<file path="src/rtl/hs_pkg.sv">
package hs_pkg;

    localparam int ADDR_W = 3;
    localparam int DATA_W = 8;
    localparam int DEPTH  = 1 << ADDR_W;

    typedef logic [ADDR_W-1:0] addr_t;
    typedef logic [DATA_W-1:0] data_t;

    typedef struct packed {
        logic  rd;
        addr_t addr;
        data_t wdata;
    } hs_cmd_t;

    typedef enum logic [1:0] {
        M_IDLE    = 2'd0,
        M_SETUP   = 2'd1,
        M_REQ     = 2'd2,
        M_RELEASE = 2'd3
    } mst_state_t;

    typedef enum logic {
        S_IDLE = 1'b0,
        S_ACK  = 1'b1
    } slv_state_t;

    function automatic data_t gate_data(input logic en, input data_t d);
        return en ? d : '0;
    endfunction

endpackage

</file>
<file path="src/rtl/hs_sync.sv">
module hs_sync #(
    parameter int STAGES = 2
) (
    input  logic clk,
    input  logic rst,
    input  logic d,
    output logic q
);
    logic [STAGES-1:0] chain;

    always_ff @(posedge clk) begin
        if (rst) chain <= '0;
        else     chain <= {chain[STAGES-2:0], d};
    end

    assign q = chain[STAGES-1];
endmodule

</file>
<file path="src/rtl/hs_master.sv">
module hs_master
    import hs_pkg::*;
#(
    parameter int DECODE_CYC = 2
) (
    input  logic    clk,
    input  logic    rst,
    input  logic    cmd_valid,
    input  hs_cmd_t cmd,
    output logic    cmd_ready,
    output logic    done,
    output data_t   rdata,
    output logic    bus_req,
    output hs_cmd_t bus_cmd,
    input  logic    ack_s,
    input  data_t   bus_rdata
);
    localparam int               CW       = $clog2(DECODE_CYC + 1);
    localparam logic [CW-1:0]    CNT_LAST = CW'(DECODE_CYC - 1);
    localparam int               AGE_W    = $clog2(DECODE_CYC + 2) + 1;
    localparam logic [AGE_W-1:0] AGE_MAX  = '1;

    mst_state_t    state;
    logic [CW-1:0] cnt;

    always_ff @(posedge clk) begin
        if (rst) begin
            state   <= M_IDLE;
            cnt     <= '0;
            bus_req <= 1'b0;
            done    <= 1'b0;
            bus_cmd <= '0;
            rdata   <= '0;
        end else begin
            done <= 1'b0;
            case (state)
                M_IDLE: begin
                    if (cmd_valid) begin
                        bus_cmd <= cmd;
                        cnt     <= '0;
                        state   <= M_SETUP;
                    end
                end
                M_SETUP: begin
                    if (cnt == CNT_LAST) begin
                        bus_req <= 1'b1;
                        state   <= M_REQ;
                    end else begin
                        cnt <= cnt + 1'b1;
                    end
                end
                M_REQ: begin
                    if (ack_s) begin
                        bus_req <= 1'b0;
                        if (bus_cmd.rd) rdata <= bus_rdata;
                        state <= M_RELEASE;
                    end
                end
                M_RELEASE: begin
                    if (!ack_s) begin
                        done  <= 1'b1;
                        state <= M_IDLE;
                    end
                end
                default: state <= M_IDLE;
            endcase
        end
    end

    assign cmd_ready = (state == M_IDLE);

    // Checker-side counter: cycles since the command was taken
    logic [AGE_W-1:0] age;
    always_ff @(posedge clk) begin
        if (rst)                         age <= AGE_MAX;
        else if (cmd_ready && cmd_valid) age <= '0;
        else if (age != AGE_MAX)         age <= age + 1'b1;
    end

    assert_decode_delay_R3: assert property (@(posedge clk) disable iff (rst)
        $rose(bus_req) |-> age == AGE_W'(DECODE_CYC));

    assert_req_drop_after_ack_R5: assert property (@(posedge clk) disable iff (rst)
        $fell(bus_req) |-> $past(ack_s));

    assert_req_raise_ack_low_R3: assert property (@(posedge clk) disable iff (rst)
        $rose(bus_req) |-> !$past(ack_s));
endmodule

</file>
<file path="src/rtl/hs_slave.sv">
module hs_slave
    import hs_pkg::*;
(
    input  logic    clk,
    input  logic    rst,
    input  logic    req_s,
    input  hs_cmd_t bus_cmd,
    output logic    bus_ack,
    output data_t   bus_rdata
);
    slv_state_t state;
    data_t      mem [DEPTH];
    data_t      rd_q;
    logic       drv;

    always_ff @(posedge clk) begin
        if (rst) begin
            state   <= S_IDLE;
            bus_ack <= 1'b0;
            rd_q    <= '0;
            drv     <= 1'b0;
            for (int i = 0; i < DEPTH; i++) mem[i] <= '0;
        end else begin
            case (state)
                S_IDLE: begin
                    if (req_s) begin
                        if (bus_cmd.rd) begin
                            rd_q <= mem[bus_cmd.addr];
                            drv  <= 1'b1;
                        end else begin
                            mem[bus_cmd.addr] <= bus_cmd.wdata;
                        end
                        bus_ack <= 1'b1;
                        state   <= S_ACK;
                    end
                end
                S_ACK: begin
                    if (!req_s) begin
                        bus_ack <= 1'b0;
                        drv     <= 1'b0;
                        state   <= S_IDLE;
                    end
                end
                default: state <= S_IDLE;
            endcase
        end
    end

    assign bus_rdata = gate_data(drv, rd_q);

    assert_ack_after_req_R4: assert property (@(posedge clk) disable iff (rst)
        $rose(bus_ack) |-> $past(req_s));

    assert_ack_release_R6: assert property (@(posedge clk) disable iff (rst)
        $fell(bus_ack) |-> !$past(req_s));

    assert_rdata_quiet_R9: assert property (@(posedge clk) disable iff (rst)
        !bus_ack |-> bus_rdata == '0);
endmodule

</file>
<file path="src/rtl/hs_link.sv">
module hs_link
    import hs_pkg::*;
#(
    parameter int DECODE_CYC  = 2,
    parameter int SYNC_STAGES = 2
) (
    input  logic              clk,
    input  logic              rst,
    input  logic              cmd_valid,
    input  logic              cmd_rd,
    input  logic [ADDR_W-1:0] cmd_addr,
    input  logic [DATA_W-1:0] cmd_wdata,
    output logic              cmd_ready,
    output logic              done,
    output logic [DATA_W-1:0] rdata,
    output logic              bus_req,
    output logic              bus_ack,
    output logic [ADDR_W-1:0] bus_addr,
    output logic [DATA_W-1:0] bus_rdata
);
    hs_cmd_t cmd_in;
    hs_cmd_t bus_cmd;
    logic    req_s;
    logic    ack_s;

    assign cmd_in = '{rd: cmd_rd, addr: cmd_addr, wdata: cmd_wdata};

    hs_master #(.DECODE_CYC(DECODE_CYC)) master_i (
        .clk       (clk),
        .rst       (rst),
        .cmd_valid (cmd_valid),
        .cmd       (cmd_in),
        .cmd_ready (cmd_ready),
        .done      (done),
        .rdata     (rdata),
        .bus_req   (bus_req),
        .bus_cmd   (bus_cmd),
        .ack_s     (ack_s),
        .bus_rdata (bus_rdata)
    );

    hs_sync #(.STAGES(SYNC_STAGES)) req_sync_i (
        .clk (clk), .rst (rst), .d (bus_req), .q (req_s)
    );

    hs_sync #(.STAGES(SYNC_STAGES)) ack_sync_i (
        .clk (clk), .rst (rst), .d (bus_ack), .q (ack_s)
    );

    hs_slave slave_i (
        .clk       (clk),
        .rst       (rst),
        .req_s     (req_s),
        .bus_cmd   (bus_cmd),
        .bus_ack   (bus_ack),
        .bus_rdata (bus_rdata)
    );

    assign bus_addr = bus_cmd.addr;

    assert_done_lines_low_R7: assert property (@(posedge clk) disable iff (rst)
        done |-> (!bus_req && !bus_ack));

    assert_addr_hold_R3: assert property (@(posedge clk) disable iff (rst)
        (!cmd_ready && $past(!cmd_ready)) |-> $stable(bus_addr));

    assert_busy_until_done_R2: assert property (@(posedge clk) disable iff (rst)
        $rose(cmd_ready) |-> done);
endmodule

</file>
<file path="config.mk">
export PLATFORM = sky130hd
export DESIGN_NAME = hs_link
export DESIGN_NICKNAME = d
export VERILOG_FILES = /design/src/rtl/hs_pkg.sv /design/src/rtl/hs_sync.sv /design/src/rtl/hs_master.sv /design/src/rtl/hs_slave.sv /design/src/rtl/hs_link.sv
export SDC_FILE = /design/constraint.sdc
export NUM_CORES = 1
export LEC_CHECK = 0
export ABC_AREA = 0
export BUFFER_PORTS_ARGS = -buffer_cell sky130_fd_sc_hd__buf_2
export CAP_MARGIN = 20
export CORE_ASPECT_RATIO = 0.5
export CORE_MARGIN = 8
export CORE_UTILIZATION = 59
export CTS_CLUSTER_SIZE = 12
export DETAILED_ROUTE_END_ITERATION = 16
export HOLD_SLACK_MARGIN = 0.12
export PLACE_DENSITY = 0.8
export SLEW_MARGIN = 20
export SYNTH_ARGS = -nofsm -noshare
export SYNTH_HDL_FRONTEND = slang
export SYNTH_SLANG_ARGS = --single-unit
</file>
<file path="constraint.sdc">
create_clock -name clk -period 2.16 [get_ports clk]
set_input_delay 0.108 -clock clk [delete_from_list [all_inputs] [get_ports clk]]
set_output_delay 0.108 -clock clk [all_outputs]
set_load 0.01 [all_outputs]
</file>
==> impl_metrics.tcl <==
set metrics [dict create \
    final-setup-viol-count 0 \
    slew_violations 0 \
    totalWireLength_mm 10.3 \
    mostFrequentLayoutCells "and2_1, edfxtp_1, nand2_1" \
    via_count 3099 \
    vdd_drop_max_v 0.000774 \
    synthTopCellsByArea "edfxtp_1, dfxtp_1, and2_1" \
    hold_viol 0 \
    diodes 0 \
    post_drt_wl_per_cell_microns 17.9 \
    path_cells "nor4b_4, nand2b_4, nor2_4, or2_1" \
    io_buffers 37 \
    cts_sinks 105 \
    yosys_warnings 0 \
    hold_depth 4 \
    synth_edf_count 64 \
    power_uw 4770 \
    htree_levels 3 \
    die_area_sq_um 11200 \
    ys_types 35 \
    hold_class "in2reg" \
    drive_gt1_share_pct 15.0 \
    drc 0 \
    post-route-period-util_pct 87.5 \
    antenna_found_initial 0 \
    max-cap-violations 0 \
    clock-root-buffer "clkbuf_16" \
    cts_tree "yes" \
    clk_latency_ns 0.36 \
    timing.fmax_mhz 529 \
    min_period_ns 1.89 \
    crit_type "reg2reg" \
    p_per_area_nw_per_um2 896 \
    clock_path_buffers 2 \
    crit_path_max_fanout 9 \
    arrival_ns 1.91 \
    fin_cells 573 \
    gp_congestion 0.868 \
    place_area_sq_um 4930 \
    postSynthRegisterBits 105 \
    required_ns 2.18 \
    final_nets 477 \
    dp_hpwl_mm 6.94 \
    overflow 0 \
    drt_first_iter_violations 260 \
    cts_buffers 9 \
    final_common_cell "and2_1" \
    syn_to_final_growth_pct 13.8 \
    fin_area_sq_um 5320 \
    leakage_uw 0.00200 \
    avgSynthCellArea_sq_um 11.4 \
    postRouteAntennaNets 0 \
    whs_ns 0.195 \
    slew_headroom_pct 64.3 \
    tightest_slew_ns 0.535 \
    coreArea_sq_um 7860 \
    ys.flop_type "edfxtp_1" \
    synth-async-reset-ratio_pct 0 \
    initial_core_util_pct 59.5 \
    place_inst 545 \
    firstDrtPassIters 5 \
    grt_pass1_wl_mm 15.9 \
    outcome "finished clean" \
    cp_slowest_cell "nor4b_4" \
    grt_pass1_vias 3004 \
    startpoint_type "flop" \
    synth.cell_area_sq_um 4680 \
    io_pins 38 \
    post_cts.repair.setup_buffers 0 \
    fin_setup_tns_ns 0 \
    synth_top_area_share_pct 41.1 \
    r2r_cells 4 \
    max_stage_delay_ns 0.46 \
    clkTransAtPathRegs_ns 0.07 \
    grtUsageTotal_pct 19.2 \
    syn_inst 412 \
    avgViaCountPerCell 5.41 \
    synth_seq_area_share_pct 58.6 \
    rsz0062_at_grt "false" \
    grt_max_degree 50 \
    die_x_microns 142 \
    yosys.area.top_type "edfxtp_1" \
    critPathCaptureType "flop" \
    die_h_microns 79.0 \
    synth_nets 433 \
    rows 23 \
    clock_skew_ns 0.00941 \
]
==> what timing repair did <==
item / CTS / global route
hold endpoints to repair: 12 / 0
hold buffers: 12 / 0
resized for setup: 0 / 0
==> report_power, final <==
group          total [uW]  switching, uW  internal [uW]  leakage [uW]
Sequential           2430            168           2260      0.000994
Clock                1530            715            816      0.000137
Combinational         813            484            329      0.000870
==> cells by family after synthesis <==
group,synth area share (%)
mux,7.28
compound gates,5.67
flops,58.6
simple gates,23.9
buf+inv,2.92
fa+ha+maj,1.61
==> through the flow <==
stage | util (%) | setup WS (ns)
2_1_floorplan | - | 0.516
3_3_place_gp | 62.7 | 0.363
3_5_place_dp | 62.7 | 0.286
4_1_cts | 67.7 | 0.275
5_1_grt | 67.7 | 0.167
6_report | 67.7 | 0.270
==> cell type report <==
cell class / instances / area, sq um
Clock buffer: 12 / 246
Clock inverter: 4 / 27.5
Fill cell: 559 / 2530
Inverter: 5 / 18.8
Multi-Input combinational cell: 282 / 1800
Sequential cell: 105 / 2740
Tap cell: 112 / 140
Timing Repair Buffer: 53 / 348
==> per-layer routing <==
layer | vias to the layer above | track usage (%) | part of all wire (%)
li1 | 1507 | - | -
met4 | 0 | 8.61 | 1.9
met2 | 110 | 28.4 | 44
met3 | 18 | 5.62 | 5.9
met1 | 1464 | 25.8 | 48
met5 | - | 0 | 0
==> final timing paths <==
path | start | end | slack, ns
worst max-delay path | master_i.bus_cmd[11]$_SDFFE_PP0P_ | slave_i.mem[4][3]$_SDFFCE_PN0P_ | 0.27
worst min-delay path | cmd_valid | master_i.cnt[1]$_SDFFE_PP0P_ | 0.20
worst max register to register | master_i.bus_cmd[11]$_SDFFE_PP0P_ | slave_i.mem[4][3]$_SDFFCE_PN0P_ | 0.27
worst min register to register | req_sync_i.chain[0]$_SDFF_PP0_ | req_sync_i.chain[1]$_SDFF_PP0_ | 0.44
==> sequential cells by signal, indices dropped and copies added, names as in the netlist <==
register and cells:
master_i.state 2, master_i.rdata 8, master_i.bus_cmd 12, slave_i.mem 64, master_i.done 1, slave_i.rd_q 8, slave_i.bus_ack 1, req_sync_i.chain 2
ack_sync_i.chain 2, slave_i.state 1, master_i.bus_req 1, master_i.cnt 2, slave_i.drv 1
==> synth_stat cells, types with 5 or more instances <==
cell and instances:
nor2_4 8, ha_1 6, nand2_1 42, or2_1 9, nor2_1 22, buf_4 6, o21ai_0 5, nor3_1 16
and2_1 75, inv_1 5, clkbuf_1 8, a21oi_1 23, edfxtp_1 64, dfxtp_1 41, nor2b_1 7, o22ai_1 9
mux2i_1 34, o21ai_1 7
==> worst max-delay path: cells and delay by family, from the launching register on <==
kind	cells	cell delay [ns]
DFF	1	0.38
and+or+nand+nor	4	1.18
(Power assumes the default switching activity.)
